==> src/rtl/sync_serial_port.sv <==
module sync_serial_port #(
  parameter int DEPTH = 8,
  parameter int DW    = 16
) (
  input  logic          clk,
  input  logic          rst_n,
  input  logic [1:0]    addr,
  input  logic          wr_en,
  input  logic          rd_en,
  input  logic [DW-1:0] wdata,
  output logic [DW-1:0] rdata,
  output logic          tx_irq,
  output logic          rx_irq,
  output logic          sclk,
  output logic          sfrm,
  output logic          txd,
  input  logic          rxd,
  input  logic          ext_clk
);
  localparam int CW = $clog2(DEPTH + 1);
  localparam int PW = $clog2(DEPTH);
  localparam logic [CW-1:0] FULL  = CW'(DEPTH);
  localparam logic [CW-1:0] HALFV = CW'(DEPTH / 2);

  logic [15:0] c0;
  logic [5:0]  c1;
  logic [DW-1:0] txm [DEPTH];
  logic [DW-1:0] rxm [DEPTH];
  logic [PW-1:0] twp, trp, rwp, rrp;
  logic [CW-1:0] tcnt, rcnt;
  logic          act, ovr;
  logic [5:0]    step;
  logic [7:0]    div;
  logic [15:0]   tw, rsh;
  logic [2:0]    es;

  logic en, is_ti, is_mw, rie, tie, loop_en, pol, pha, ext_sel;
  logic [1:0] fmt;
  logic [7:0] scr;
  assign en      = c0[7];
  assign fmt     = c0[5:4];
  assign scr     = c0[15:8];
  assign is_ti   = fmt == 2'd1;
  assign is_mw   = fmt == 2'd2;
  assign rie     = c1[0];
  assign tie     = c1[1];
  assign loop_en = c1[2];
  assign pol     = c1[3];
  assign pha     = c1[4];
  assign ext_sel = c1[5];

  logic [4:0] nbits, tbits, bitn;
  logic [5:0] lead, total, pos;
  assign nbits = (c0[3:0] < 4'd3) ? 5'd4 : {1'b0, c0[3:0]} + 5'd1;
  assign tbits = is_mw ? nbits + 5'd8 : nbits;
  assign lead  = is_ti ? 6'd2 : {5'd0, pha};
  assign total = lead + {tbits, 1'b0};
  assign pos   = step - lead;
  assign bitn  = pos[5:1];

  logic tick, start, in_bits, half, finish, sample;
  logic wr_data, rd_data, wr_stat, tpush, rpush, rpop;
  assign tick    = ext_sel ? (es[2] ^ es[1]) : (div == scr);
  assign start   = en && !act && tcnt != '0;
  assign in_bits = step >= lead;
  assign half    = pos[0];
  assign finish  = en && act && tick && step == total - 6'd1;
  assign sample  = act && tick && in_bits && !half && (!is_mw || bitn >= 5'd8);
  assign wr_data = wr_en && addr == 2'd2;
  assign rd_data = rd_en && addr == 2'd2;
  assign wr_stat = wr_en && addr == 2'd3;
  assign tpush   = wr_data && en && tcnt != FULL;
  assign rpush   = finish && rcnt != FULL;
  assign rpop    = rd_data && rcnt != '0;

  function automatic logic [PW-1:0] inc(input logic [PW-1:0] p);
    return (p == PW'(DEPTH - 1)) ? '0 : p + 1'b1;
  endfunction

  logic tbit;
  always_comb begin
    tbit = 1'b0;
    if (act && in_bits) begin
      if (is_mw) tbit = (bitn < 5'd8) ? tw[{1'b0, 3'd7 - bitn[2:0]}] : 1'b0;
      else       tbit = tw[4'(nbits - 5'd1 - bitn)];
    end
  end

  assign txd  = tbit;
  assign sclk = pol ^ (act && in_bits && half);
  assign sfrm = is_ti ? (act && !in_bits) : !act;

  logic busy, tx_req, rx_req;
  assign busy   = act || tcnt != '0;
  assign tx_req = tcnt <= HALFV;
  assign rx_req = rcnt >= HALFV;
  assign tx_irq = en && tie && tx_req;
  assign rx_irq = rie && rx_req;

  always_comb begin
    case (addr)
      2'd0:    rdata = c0;
      2'd1:    rdata = {10'd0, c1};
      2'd2:    rdata = (rcnt != '0) ? rxm[rrp] : '0;
      default: rdata = {10'd0, ovr, rx_req, tx_req, busy, rcnt != '0, tcnt != FULL};
    endcase
  end

  always_ff @(posedge clk) begin
    if (tpush) txm[twp] <= wdata;
    if (rpush) rxm[rwp] <= rsh;
  end

  always_ff @(posedge clk or negedge rst_n) begin
    if (!rst_n) begin
      c0 <= '0; c1 <= '0; es <= '0;
      twp <= '0; trp <= '0; rwp <= '0; rrp <= '0;
      tcnt <= '0; rcnt <= '0;
      act <= 1'b0; ovr <= 1'b0; step <= '0; div <= '0; tw <= '0; rsh <= '0;
    end else begin
      es <= {es[1:0], ext_clk};
      if (wr_en && addr == 2'd0) c0 <= wdata;
      if (wr_en && addr == 2'd1) c1 <= wdata[5:0];
      if (finish && rcnt == FULL)  ovr <= 1'b1;
      else if (wr_stat && wdata[5]) ovr <= 1'b0;
      if (!en) begin
        act <= 1'b0;
        twp <= '0; trp <= '0; rwp <= '0; rrp <= '0;
        tcnt <= '0; rcnt <= '0;
      end else begin
        if (tpush) twp <= inc(twp);
        if (start) trp <= inc(trp);
        tcnt <= tcnt + CW'(tpush) - CW'(start);
        if (rpush) rwp <= inc(rwp);
        if (rpop)  rrp <= inc(rrp);
        rcnt <= rcnt + CW'(rpush) - CW'(rpop);
        if (start) begin
          act <= 1'b1; step <= '0; div <= '0; tw <= txm[trp]; rsh <= '0;
        end else if (act) begin
          div <= (div == scr) ? '0 : div + 8'd1;
          if (tick) begin
            if (finish) act <= 1'b0;
            else        step <= step + 6'd1;
          end
          if (sample) rsh <= {rsh[14:0], loop_en ? tbit : rxd};
        end
      end
    end
  end

  p_count_bound_r10: assert property (@(posedge clk) disable iff (!rst_n)
    tcnt <= FULL && rcnt <= FULL);
  p_tx_step_r10: assert property (@(posedge clk) disable iff (!rst_n || !en)
    $past(en) |-> (tcnt == $past(tcnt) || tcnt == $past(tcnt) + CW'(1) || tcnt + CW'(1) == $past(tcnt)));
  p_ovr_full_r12: assert property (@(posedge clk) disable iff (!rst_n)
    $rose(ovr) |-> $past(rcnt) == FULL);
  p_ovr_sticky_r12: assert property (@(posedge clk) disable iff (!rst_n)
    ovr && !(wr_stat && wdata[5]) |=> ovr);
  p_flush_r13: assert property (@(posedge clk) disable iff (!rst_n)
    !en |=> (tcnt == '0 && rcnt == '0 && !act));
  p_frame_len_r3: assert property (@(posedge clk) disable iff (!rst_n)
    $fell(act) && $past(en) |-> $past(step) == $past(total) - 6'd1);
  p_hold_r8: assert property (@(posedge clk) disable iff (!rst_n)
    act && !tick |=> step == $past(step));
endmodule

==> config.mk <==
export PLATFORM = sky130hd
export DESIGN_NAME = sync_serial_port
export DESIGN_NICKNAME = d
export VERILOG_FILES = /design/src/rtl/sync_serial_port.sv
export SDC_FILE = /design/constraint.sdc
export NUM_CORES = 1
export LEC_CHECK = 0
export CORE_ASPECT_RATIO = 0.75
export CORE_MARGIN = 2
export CORE_UTILIZATION = 40
export CTS_CLUSTER_SIZE = 14
export DETAILED_ROUTE_END_ITERATION = 7
export DONT_BUFFER_PORTS = 1
export SLEW_MARGIN = 20
export SYNTH_ARGS = -nofsm -noshare
export SYNTH_HDL_FRONTEND = slang
export SYNTH_SLANG_ARGS = --single-unit
==> constraint.sdc <==
create_clock -name clk -period 6.2 [get_ports clk]
set_input_delay 0.93 -clock clk [delete_from_list [all_inputs] [get_ports clk]]
set_output_delay 0.93 -clock clk [all_outputs]
set_load 0.05 [all_outputs]
==> impl_metrics.py <==
metrics = {
    "outcome": {
        "status": "finished clean",
    },
    "worst_setup_path": {
        "ff2ff_setup_slack_ns": 1.61,
        "crit_family": "simple AND/OR/NAND/NOR gates",
        "crit_slowest_cell": "nand2_1",
        "reg2reg_depth": 18,
        "arrival_ns": 4.52,
        "path_cells": "nand2b_1 -> and2_1 -> ha_1 -> inv_1 -> fa_1 -> xnor2_1 -> inv_1 -> fa_1 -> xor2_1 -> mux4_2 -> mux2i_1 -> mux2i_1 -> nand4_1 -> nand2_1",
        "critPathBufInv": 2,
        "crit_fanout": 6,
        "crit_path_max_incr_delay_ns": 0.45,
        "timing.rr.end": "rcnt[2]",
        "crit_required_ns": 5.27,
        "end_kind": "output port",
        "cp-start-kind": "flop",
        "path_class": "reg -> out",
        "r2r_start": "c0[0]",
    },
    "layout": {
        "diodes": 0,
        "layoutNonFillerInstCount": 1495,
        "final_common_cell": "edfxtp_1",
        "nets": 1028,
        "multi_input_area_um2": 4806,
        "mostFrequentLayoutCells": "256 x edfxtp_1, 90 x dfrtp_1, 70 x mux4_2, 60 x nand2_1, 41 x mux2i_1",
        "seqCellArea_um2": 10020,
        "syn_to_final_growth_pct": 11.96,
        "drive_gt1_share_pct": 20.79,
        "n_fill_cell": 3306,
    },
    "floorplan": {
        "pin_count": 45,
        "core_area_um2": 37250,
        "start_util_pct": 40.70,
        "die_area_um2": 39490,
        "die-height_um": 172.6,
        "die_x_um": 228.8,
        "row_count": 61,
    },
    "logic_synthesis": {
        "syn-cell-area_um2": 15160,
        "synth_seq_area_share_pct": 66.06,
        "synth.area.top_cells": "edfxtp_1 51%, dfrtp_1 15%, mux4_2 10%, ha_1 2.9%, mux2i_1 2.7%",
        "yosysWarnings": 0,
        "async_reset_ff_share_pct": 26.65,
        "synth.distinct_cells": 64,
        "netlist.area_leader.share_pct": 50.71,
        "synth_top_area_cell": "edfxtp_1",
        "syn_avg_cell_area_um2": 16.13,
        "synth_edf_count": 256,
        "ys_ff_latch": 349,
        "syn-num-nets": 1004,
        "synth_ff_type": "edfxtp_1",
        "synthCells": 940,
    },
    "detailed_routing": {
        "num_vias": 7859,
        "wl_per_cell_um": 21.99,
        "drt_iter0_markers": 651,
        "antenna_left": 0,
        "firstDrtPassIters": 5,
        "post_drt_via_cell_ratio": 5.257,
        "drcViolationCount": 0,
        "wl_um": 32880,
    },
    "global_routing": {
        "grt_pass1_vias": 7966,
        "antenna_found_initial": 0,
        "grt_use_total_pct": 16.93,
        "grt_util_met2_pct": 23.73,
        "grt_max_degree": 94,
        "use_met1_pct": 26.87,
        "grt_use_met3_pct": 3.595,
        "grt-busiest-layer": "met1",
        "overflow": 0,
        "grt_pass1_wl_um": 50250,
    },
    "sta": {
        "period_share_pct": 87.84,
        "min_period_ns": 5.446,
        "maxSlewViolCount": 0,
        "worst_slack_ns": 0.7539,
        "maxSlewHeadroom_pct": 22.01,
        "rsz0062_at_grt": "false",
        "clock_skew_ns": 0.02114,
        "fmax_mhz": 183.6,
        "setup_tns_ns": 0,
        "final-hold-violation-count": 0,
        "tightest_slew_ns": 1.174,
        "finalSetupViolCount": 0,
    },
    "pwr": {
        "clock_power_share_pct": 30.5,
        "p_switching_mw": 2.087,
        "seqPwrFrac_pct": 44.9,
        "internal-power_mw": 4.693,
        "power_mw": 6.780,
        "ir_drop_mv": 0.1939,
        "sw_frac_of_total_pct": 30.78,
        "leakagePower_nw": 6.014,
        "cellPowerDensity_nw_per_um2": 399.5,
        "combPwrFrac_pct": 24.6,
    },
    "worst_hold_path": {
        "min_path_type": "in -> async",
    },
    "clocking": {
        "ctsResizeCount": 0,
        "cts_tree": "yes",
        "cts_root_buffer": "clkbuf_16",
        "cts_setup_buffers": 0,
        "h-tree-depth": 2,
        "clock_path_buffers": 3,
        "worstSkewPairLatency_ns": 0.53,
        "cts_hold_buf": 0,
        "numClockSinks": 349,
        "path_clk_slew_ns": 0.06,
        "cts_made_buffers": 36,
    },
    "placed_design": {
        "dpl_worst_slack_ns": 1.351,
        "place_congestion": 0.8310,
        "dpl.hpwl_um": 21120,
        "dpl.cell_count": 1430,
        "portBuffers": 0,
    },
    "flow_run": {
        "maxCapViolCount": 0,
    },
}
[sequential cells by signal, indices dropped and copies added, names as in the netlist, 4 cells and up]
signal / flops
div: 8
rsh: 16
c0: 16
step: 6
c1: 6
rxm: 128
tw: 16
tcnt: 4
rcnt: 4
txm: 128
[per-stage QoR]
| stage | util [%] | hold WS [ns] | cell area [um^2] |
|---|---|---|---|
| 5_1_grt | 45.57 | 0.08154 | 16970 |
| 4_1_cts | 45.55 | 0.08174 | 16970 |
| 6_report | 45.57 | 0.1098 | 16970 |
| 3_3_place_gp | 42.52 | 0.3367 | 15840 |
| 2_1_floorplan | - | 0.3312 | 15160 |
| 3_5_place_dp | 42.53 | 0.3364 | 15840 |
[routing by layer]
metal  wire, um  vias to the layer above
li1           -                     3618
met1      16570                     4033
met2      13930                      174
met3       1895                       34
met4        482                        0
met5          0                        -
[power groups by stage]
| stage | logic (mW) | registers (mW) | clock network [mW] |
|---|---|---|---|
| after floorplan | 1.44 | 2.92 | 0 |
| after global placement | 1.65 | 3.08 | 0 |
| after detailed placement | 1.67 | 3.09 | 0 |
| final | 1.67 | 3.05 | 2.07 |
| after global routing | 1.84 | 3.08 | 2.22 |
| after CTS | 1.68 | 3.04 | 2.12 |
[area by class of cell]
cell class / instances / share of cell area (%)
multi-input cells: 504 / 28.32
flip-flops and latches: 349 / 59.03
inverters: 42 / 0.9289
well taps: 504 / 3.715
repair buffers: 31 / 1.371
clock buffers: 50 / 5.971
clock inverters: 15 / 0.6708
[worst max path at each step]
| stage | start | end | slack, ns | depth (start not counted) |
|---|---|---|---|---|
| after global routing | c0[5] | txd | 0.47 | 14 |
| after floorplan | c0[0] | rxm[0][0] | 1.39 | 15 |
| after global placement | c0[5] | txd | 1.47 | 14 |
| after detailed placement | c0[5] | txd | 1.35 | 14 |
| final | c0[5] | txd | 0.75 | 14 |
| after CTS | c0[5] | txd | 0.74 | 14 |
[Yosys cell counts (2+ instances only)]
library cell and number:
buf_2 16, fa_1 5, buf_6 3, ha_1 35, o22a_1 4, and3_1 5, nand2_1 60, or3_1 4
xnor2_1 14, mux2_2 25, edfxtp_1 256, nand3b_1 4, o22ai_1 2, nor4_1 3, nand2b_1 6, xor2_1 21
mux2i_1 41, mux4_2 70, inv_1 40, buf_1 2, inv_2 2, clkbuf_1 19, a21oi_1 21, buf_4 4
nor3b_2 2, o21ai_1 15, and2_1 13, nor2_1 34, nor2b_1 7, dfrtp_1 93, nand3_1 31, o21ai_0 33
a21o_1 6, nor3_1 9, nand4_1 6
[logic make-up (layout without fill, tap and decap cells)]
group           count (synthesis)  after routing  synth area share, %
compound gates                 92             92                3.615
xor+xnor                       37             37                2.278
fa+ha+maj                      40             40                3.549
buf+inv                        87            138                2.542
flops                         349            349                66.06
mux                           137            137                15.04
simple gates                  198            198                6.917
Power figures use the tool's default switching activity.
